File: src/rtl/dsr_pkg.sv
package dsr_pkg;
   localparam int STAT_W = 8;

   typedef struct packed {
      logic rsvd_hi;
      logic rsvd_lo;
      logic dsel;
      logic wtog;
      logic rtog;
      logic wgate;
      logic mot1;
      logic mot0;
   } stat_t;

   localparam int LINE_RD  = 0;
   localparam int LINE_WR  = 1;
   localparam int N_LINES  = 2;
endpackage

File: src/rtl/dsr_line_toggle.sv
module dsr_line_toggle #(
   parameter int SYNC_STAGES = 2,
   parameter bit IDLE_LVL    = 1'b1
) (
   input  logic clk,
   input  logic rst_n,
   input  logic clr_i,
   input  logic line_i,
   output logic tog_o
);
   localparam int MSB = SYNC_STAGES - 1;

   logic [MSB:0] sync_q;
   logic         prev_q;
   logic         tog_q;
   logic         rise;

   assign rise = sync_q[MSB] & ~prev_q;

   always_ff @(posedge clk) begin
      if (!rst_n) begin
         sync_q <= {SYNC_STAGES{IDLE_LVL}};
         prev_q <= IDLE_LVL;
         tog_q  <= 1'b0;
      end else begin
         sync_q <= {sync_q[MSB-1:0], line_i};
         prev_q <= sync_q[MSB];
         if (clr_i)
            tog_q <= 1'b0;
         else if (rise)
            tog_q <= ~tog_q;
      end
   end

   assign tog_o = tog_q;
endmodule

File: src/rtl/dsr_read_port.sv
module dsr_read_port
   import dsr_pkg::*;
#(
   parameter int ADDR_W  = 3,
   parameter int REG_OFS = 1
) (
   input  logic              ps2_mode,
   input  logic [ADDR_W-1:0] addr,
   input  logic              rd_stb,
   input  stat_t             stat_i,
   output logic [STAT_W-1:0] rd_data,
   output logic              rd_oe
);
   localparam logic [ADDR_W-1:0] OFS = ADDR_W'(REG_OFS);

   logic hit;

   always_comb begin
      hit     = rd_stb && (addr == OFS);
      rd_data = hit ? stat_i : '0;
      rd_oe   = hit && ps2_mode;
   end
endmodule

File: src/rtl/disk_status_reg.sv
module disk_status_reg
   import dsr_pkg::*;
#(
   parameter int ADDR_W           = 3,
   parameter int REG_OFS          = 1,
   parameter int SYNC_STAGES      = 2,
   parameter bit LINE_IDLE        = 1'b1,
   parameter bit KEEP_TOG_ON_SWRST = 1'b1
) (
   input  logic              clk,
   input  logic              rst_n,
   input  logic              sw_rst,
   input  logic              ps2_mode,
   input  logic [ADDR_W-1:0] addr,
   input  logic              rd_stb,
   input  logic              mot0_i,
   input  logic              mot1_i,
   input  logic              wgate_i,
   input  logic              dsel_i,
   input  logic              rdata_n,
   input  logic              wdata_n,
   output logic [7:0]        rd_data,
   output logic              rd_oe
);
   generate
      if (SYNC_STAGES < 2) begin : g_bad_sync
         $error("disk_status_reg: SYNC_STAGES must be at least 2");
      end
      if (ADDR_W < 1 || REG_OFS < 0 || REG_OFS >= (1 << ADDR_W)) begin : g_bad_ofs
         $error("disk_status_reg: REG_OFS outside the address range");
      end
   endgenerate

   logic [N_LINES-1:0] lines;
   logic [N_LINES-1:0] togs;
   logic               tog_clr;

   assign lines[LINE_RD] = rdata_n;
   assign lines[LINE_WR] = wdata_n;

   generate
      if (KEEP_TOG_ON_SWRST) begin : g_keep
         assign tog_clr = sw_rst & 1'b0;
      end else begin : g_clear
         assign tog_clr = sw_rst;
      end

      for (genvar gi = 0; gi < N_LINES; gi++) begin : g_line
         dsr_line_toggle #(
            .SYNC_STAGES (SYNC_STAGES),
            .IDLE_LVL    (LINE_IDLE)
         ) u_tog (
            .clk    (clk),
            .rst_n  (rst_n),
            .clr_i  (tog_clr),
            .line_i (lines[gi]),
            .tog_o  (togs[gi])
         );
      end
   endgenerate

   stat_t stat;

   always_comb begin
      stat.rsvd_hi = 1'b1;
      stat.rsvd_lo = 1'b1;
      stat.dsel    = dsel_i;
      stat.wtog    = togs[LINE_WR];
      stat.rtog    = togs[LINE_RD];
      stat.wgate   = wgate_i;
      stat.mot1    = mot1_i;
      stat.mot0    = mot0_i;
   end

   dsr_read_port #(
      .ADDR_W  (ADDR_W),
      .REG_OFS (REG_OFS)
   ) u_rd (
      .ps2_mode (ps2_mode),
      .addr     (addr),
      .rd_stb   (rd_stb),
      .stat_i   (stat),
      .rd_data  (rd_data),
      .rd_oe    (rd_oe)
   );
endmodule

File: config.mk
export PLATFORM = sky130hd
export DESIGN_NAME = disk_status_reg
export DESIGN_NICKNAME = d
export VERILOG_FILES = /design/src/rtl/dsr_pkg.sv /design/src/rtl/dsr_line_toggle.sv /design/src/rtl/dsr_read_port.sv /design/src/rtl/disk_status_reg.sv
export SDC_FILE = /design/constraint.sdc
export NUM_CORES = 1
export LEC_CHECK = 0
export CAP_MARGIN = 20
export CORE_AREA = 4 4 41 43
export CTS_BUF_LIST = sky130_fd_sc_hd__clkbuf_8
export CTS_CLUSTER_DIAMETER = 30
export DETAILED_ROUTE_END_ITERATION = 8
export DIE_AREA = 0 0 45 47
export SLEW_MARGIN = 15
export SYNTH_ARGS = -nofsm -noshare
export SYNTH_HDL_FRONTEND = slang
export SYNTH_SLANG_ARGS = --single-unit
File: constraint.sdc
create_clock -name clk -period 1 [get_ports clk]
set_clock_uncertainty 0.05 [all_clocks]
set_input_delay 0.2 -clock clk [delete_from_list [all_inputs] [get_ports clk]]
set_output_delay 0.2 -clock clk [all_outputs]
set_load 0.05 [all_outputs]
After elaboration in Yosys (flattened, before gate mapping)
Cells that the tools add are included.

$mul: 0. Equality and inequality tests: 1. Bitwise logic cells: 6. Order comparisons: 0. Divide/modulo/power cells: 0. Add/subtract/negate cells: 0. Mux-type cells: 1. Reduce and logical (&&, ||, !) cells: 2. Shifts and indexed selects: 0.

Operators with widths (count): $mux 8 (1); $not 1->1 (4); $eq 3x1->1 const B (1); $and 1x1->1 (2); $logic_and 1x1->1 (2).

Logic and storage cells: 16. Latch bits: 0. ROM bits: 0. Memories kept: 0. Bits in writable memories: 0. Register bits: 8. Output and inout bits: 9.

Depth between registers and ports, before layout
Depth after elaboration: 3. Gate-level depth with buffers: 2. Gate-level depth less buffers: 2.

Hierarchy
A second synthesis with hierarchy kept.

Cells, all modules: 32. Area, all modules: 344.1 um^2.

By module, submodules not included: dsr_line_toggle (instances 2, cells each 10, area an instance 133.9 um^2); dsr_read_port (instances 1, cells each 10, area an instance 68.8 um^2); disk_status_reg (instances 1, cells each 2, area an instance 7.5 um^2).

Worst setup path before layout
OpenSTA, ideal clock, no wires.

Kind: input port to output port. Start: input port addr[1]. End: output port rd_data[0]. Arrival: 0.979 ns. Data required time: 0.750 ns. Slack: -0.229 ns. Cell stages on the path: 2. Cell sequence: and4bb_2 > and2_1.

Cells in the longest elaborated chain, start to end: 3.

Ends and longest elaborated chain: start: declaration (line disk_status_reg.sv:14) `input logic [ADDR_W-1:0] addr,`; $eq 3x1->1 (line dsr_read_port.sv:19) `hit = rd_stb && (addr == OFS);`; $logic_and 1x1->1 (line dsr_read_port.sv:19); $mux 8 (line dsr_read_port.sv:20) `rd_data = hit ? stat_i : '0;`; end: declaration (line disk_status_reg.sv:22) `output logic [7:0] rd_data,`.

Every way passes these cells.

Final worst setup path
Start: input port ps2_mode. End: output port rd_oe.

Cells in the longest elaborated chain, start to end: 1.

Ends and longest elaborated chain: start: declaration (line disk_status_reg.sv:13) `input logic ps2_mode,`; $logic_and 1x1->1 (line dsr_read_port.sv:21) `rd_oe = hit && ps2_mode;`; end: declaration (line disk_status_reg.sv:23) `output logic rd_oe`.

Every way passes these cells.

==> results.py <==
metrics = {
    "outcome": {
        "status": "complete, but fails checks",
        "failed_checks": "setup timing",
    },
    "die": {
        "row_count": 13,
        "chipWidth_um": 45,
        "core_sq_um": 1300,
        "ios": 23,
        "die_area_sq_um": 2120,
        "start_util": 0.247,
        "die_h_um": 47,
    },
    "setup_path": {
        "crit_required_ps": 750,
        "critPathArrivalTime_ps": 930,
        "critical_path.endpoint_type": "output port",
        "crit_path_max_fanout": 1,
        "critPathLaunchType": "input pin",
        "path_class": "in -> out",
    },
    "yosys": {
        "syn_area_per_cell_sq_um": 10.0,
        "ys_ff_latch": 8,
        "synth_area_sq_um": 322,
        "synth_nets": 46,
        "yosys.area.top_type": "dfxtp_1",
        "synth_cell_types": 9,
        "yosysWarnings": 0,
        "yosysSeqAreaShare": 0.498,
        "synthTopCellsByArea": "dfxtp_1 (50%), and2_1 (14%), nand2b_1 (12%), nand4bb_1 (7.0%), buf_4 (4.7%)",
        "synth_top_cell_area_share": 0.498,
        "synthCells": 32,
    },
    "detailed_routing": {
        "drc_errors": 0,
        "viasPerCell": 4.22,
        "wl_um": 776,
        "vias": 304,
        "drt_first_pass_iters": 4,
        "detail-route-antenna-nets": 0,
        "wl_per_cell_um": 10.8,
        "drt_iter0_drc": 4,
    },
    "pwr": {
        "cellLeakagePower_uw": 0.000299,
        "swShare": 0.200,
        "pwr_density_cell_nw_per_um2": 1170,
        "switchingPower_uw": 167,
        "power_frac_comb": 0.143,
        "clkPwrFrac": 0.451,
        "p_int_uw": 668,
        "pwr-share-seq": 0.406,
        "finalPower_uw": 835,
        "vdd_drop_max_uv": 622,
    },
    "clock_network": {
        "root_buffer": "clkbuf_8",
        "clkTransAtPathRegs_ps": 40,
        "clock-sinks": 8,
        "hold_buffers": 0,
        "clkLatencyLatePin_ps": 220,
        "cts_made_buffers": 3,
        "cts_tree": "yes",
        "htreeDepth": 1,
        "clockBufferDepth": 2,
    },
    "sta": {
        "period_minus_slack_ps": 1180,
        "setup_ws_ps": -179,
        "clock.fmax_mhz": 848,
        "hold_violations": 0,
        "fin_crit_sh": 1.18,
        "final_max_slew_viol_count": 0,
        "setup_viol": 9,
        "relSlewSlack": 0.775,
        "worstMarginPinSlew_ps": 336,
        "rsz0062_at_grt": "yes",
    },
    "layout": {
        "n_antenna_cell": 0,
        "fin_nets": 73,
        "syn_to_final_growth_pct": 121,
        "finalInstanceArea_sq_um": 711,
        "final_cells": 72,
        "drive_above_1_share": 0.474,
    },
    "placement": {
        "gp_congestion": 0.627,
        "dpl_cell_area_sq_um": 651,
        "dp.cells": 67,
        "place_ws_ps": -620,
        "portBuffers": 21,
    },
    "global_routing": {
        "track_usage": 0.0768,
        "grt_pass1_wl_um": 1110,
        "antenna_found_initial": 0,
        "grt_pass1_vias": 272,
        "grt_max_degree": 11,
        "overflow": 0,
    },
    "worst_hold_path": {
        "hold_path_class": "in -> reg",
    },
    "flow_run": {
        "drv_cap": 0,
    },
}
[layer usage]
layer	track usage	routed length, um
met5	0	0
met3	0.0268	132
met1	0.0778	341
met2	0.124	302
met4	0.0702	0
[worst max-delay path: stages]
cell and delay (ps):
clkdlybuf4s50_1 450, and2_4 150, buf_12 130
[cells by family (layout without fill, tap and decap cells)]
kind of cell / after synthesis / after routing / synth area share
AOI/OAI and AO/OA: 2 / 2 / 0.0311
buffers and inverters: 2 / 26 / 0.0467
and+or+nand+nor: 20 / 21 / 0.424
DFF: 8 / 8 / 0.498
[state kept, by name (all words and copies together) (netlist names)]
| register | cells |
|---|---|
| g_line.u_tog.sync_q | 4 |
| g_line.u_tog.prev_q | 2 |
| g_line.u_tog.tog_o | 2 |
[synthesized netlist by cell type, drive strengths merged]
| cell | n |
|---|---|
| nand2b | 6 |
| buf | 2 |
| nand4bb | 2 |
| and4bb | 1 |
| and2 | 7 |
| nor2b | 2 |
| dfxtp | 8 |
| o21ai | 2 |
| nand2 | 2 |
[worst paths after layout]
check | startpoint | end | slack, ps | cells past startpoint
min | rst_n | g_line[0].u_tog.sync_q[1]$_SDFF_PN1_ | 280 | 2
max reg2reg | g_line[1].u_tog.tog_o$_SDFFE_PN0P_ | g_line[1].u_tog.tog_o$_SDFFE_PN0P_ | 280 | 2
max | ps2_mode | rd_oe | -180 | 3
min reg2reg | g_line[0].u_tog.sync_q[0]$_SDFF_PN1_ | g_line[0].u_tog.sync_q[1]$_SDFF_PN1_ | 350 | 1
[metrics by stage]
step	util	hold WS [ps]	TNS (ps)
global placement	0.500	339	-6430
global route	0.546	306	-1690
CTS	0.544	357	-1520
floorplan	-	223	-560
detailed placement	0.500	348	-6570
finish	0.546	284	-1450
[power by group through the flow]
stage          clock network [uW]  registers (uW)  logic, uW
5_1_grt                       405             340        127
2_1_floorplan                   0             342       44.5
6_report                      376             339        119
4_1_cts                       392             339        121
3_3_place_gp                    0             343        120
3_5_place_dp                    0             344        121
[what timing repair did]
action                     in CTS  in global routing
pin swaps                       9                  0
setup endpoints to repair       9                 11
gates resized for setup        22                  1
gates cloned                    1                  0
buffers inserted                1                  0
[placed cells by master, fill, tap and decap left out]
cell | netlist | final
nand4bb_1 | 2 | 2
nand2b_1 | 6 | 6
clkbuf_8 | 0 | 3
dfxtp_1 | 8 | 8
o21ai_0 | 2 | 2
buf_2 | 0 | 2
nand2_1 | 2 | 2
and4bb_2 | 1 | 1
dlymetal6s2s_1 | 0 | 1
dlygate4sd2_1 | 0 | 3
nor2b_1 | 2 | 2
buf_12 | 0 | 9
and4bb_4 | 0 | 1
buf_4 | 2 | 1
and2_4 | 0 | 7
clkdlybuf4s50_1 | 0 | 4
buf_6 | 0 | 3
[final cells by class]
class                   instances  area (sq um)
flip-flops and latches          8           160
fillers                       130           591
clock buffers                   3          41.3
well taps                      15          18.8
multi-input cells              23           180
repair buffers                 23           310
No activity file was read; power rests on OpenSTA's default activity.
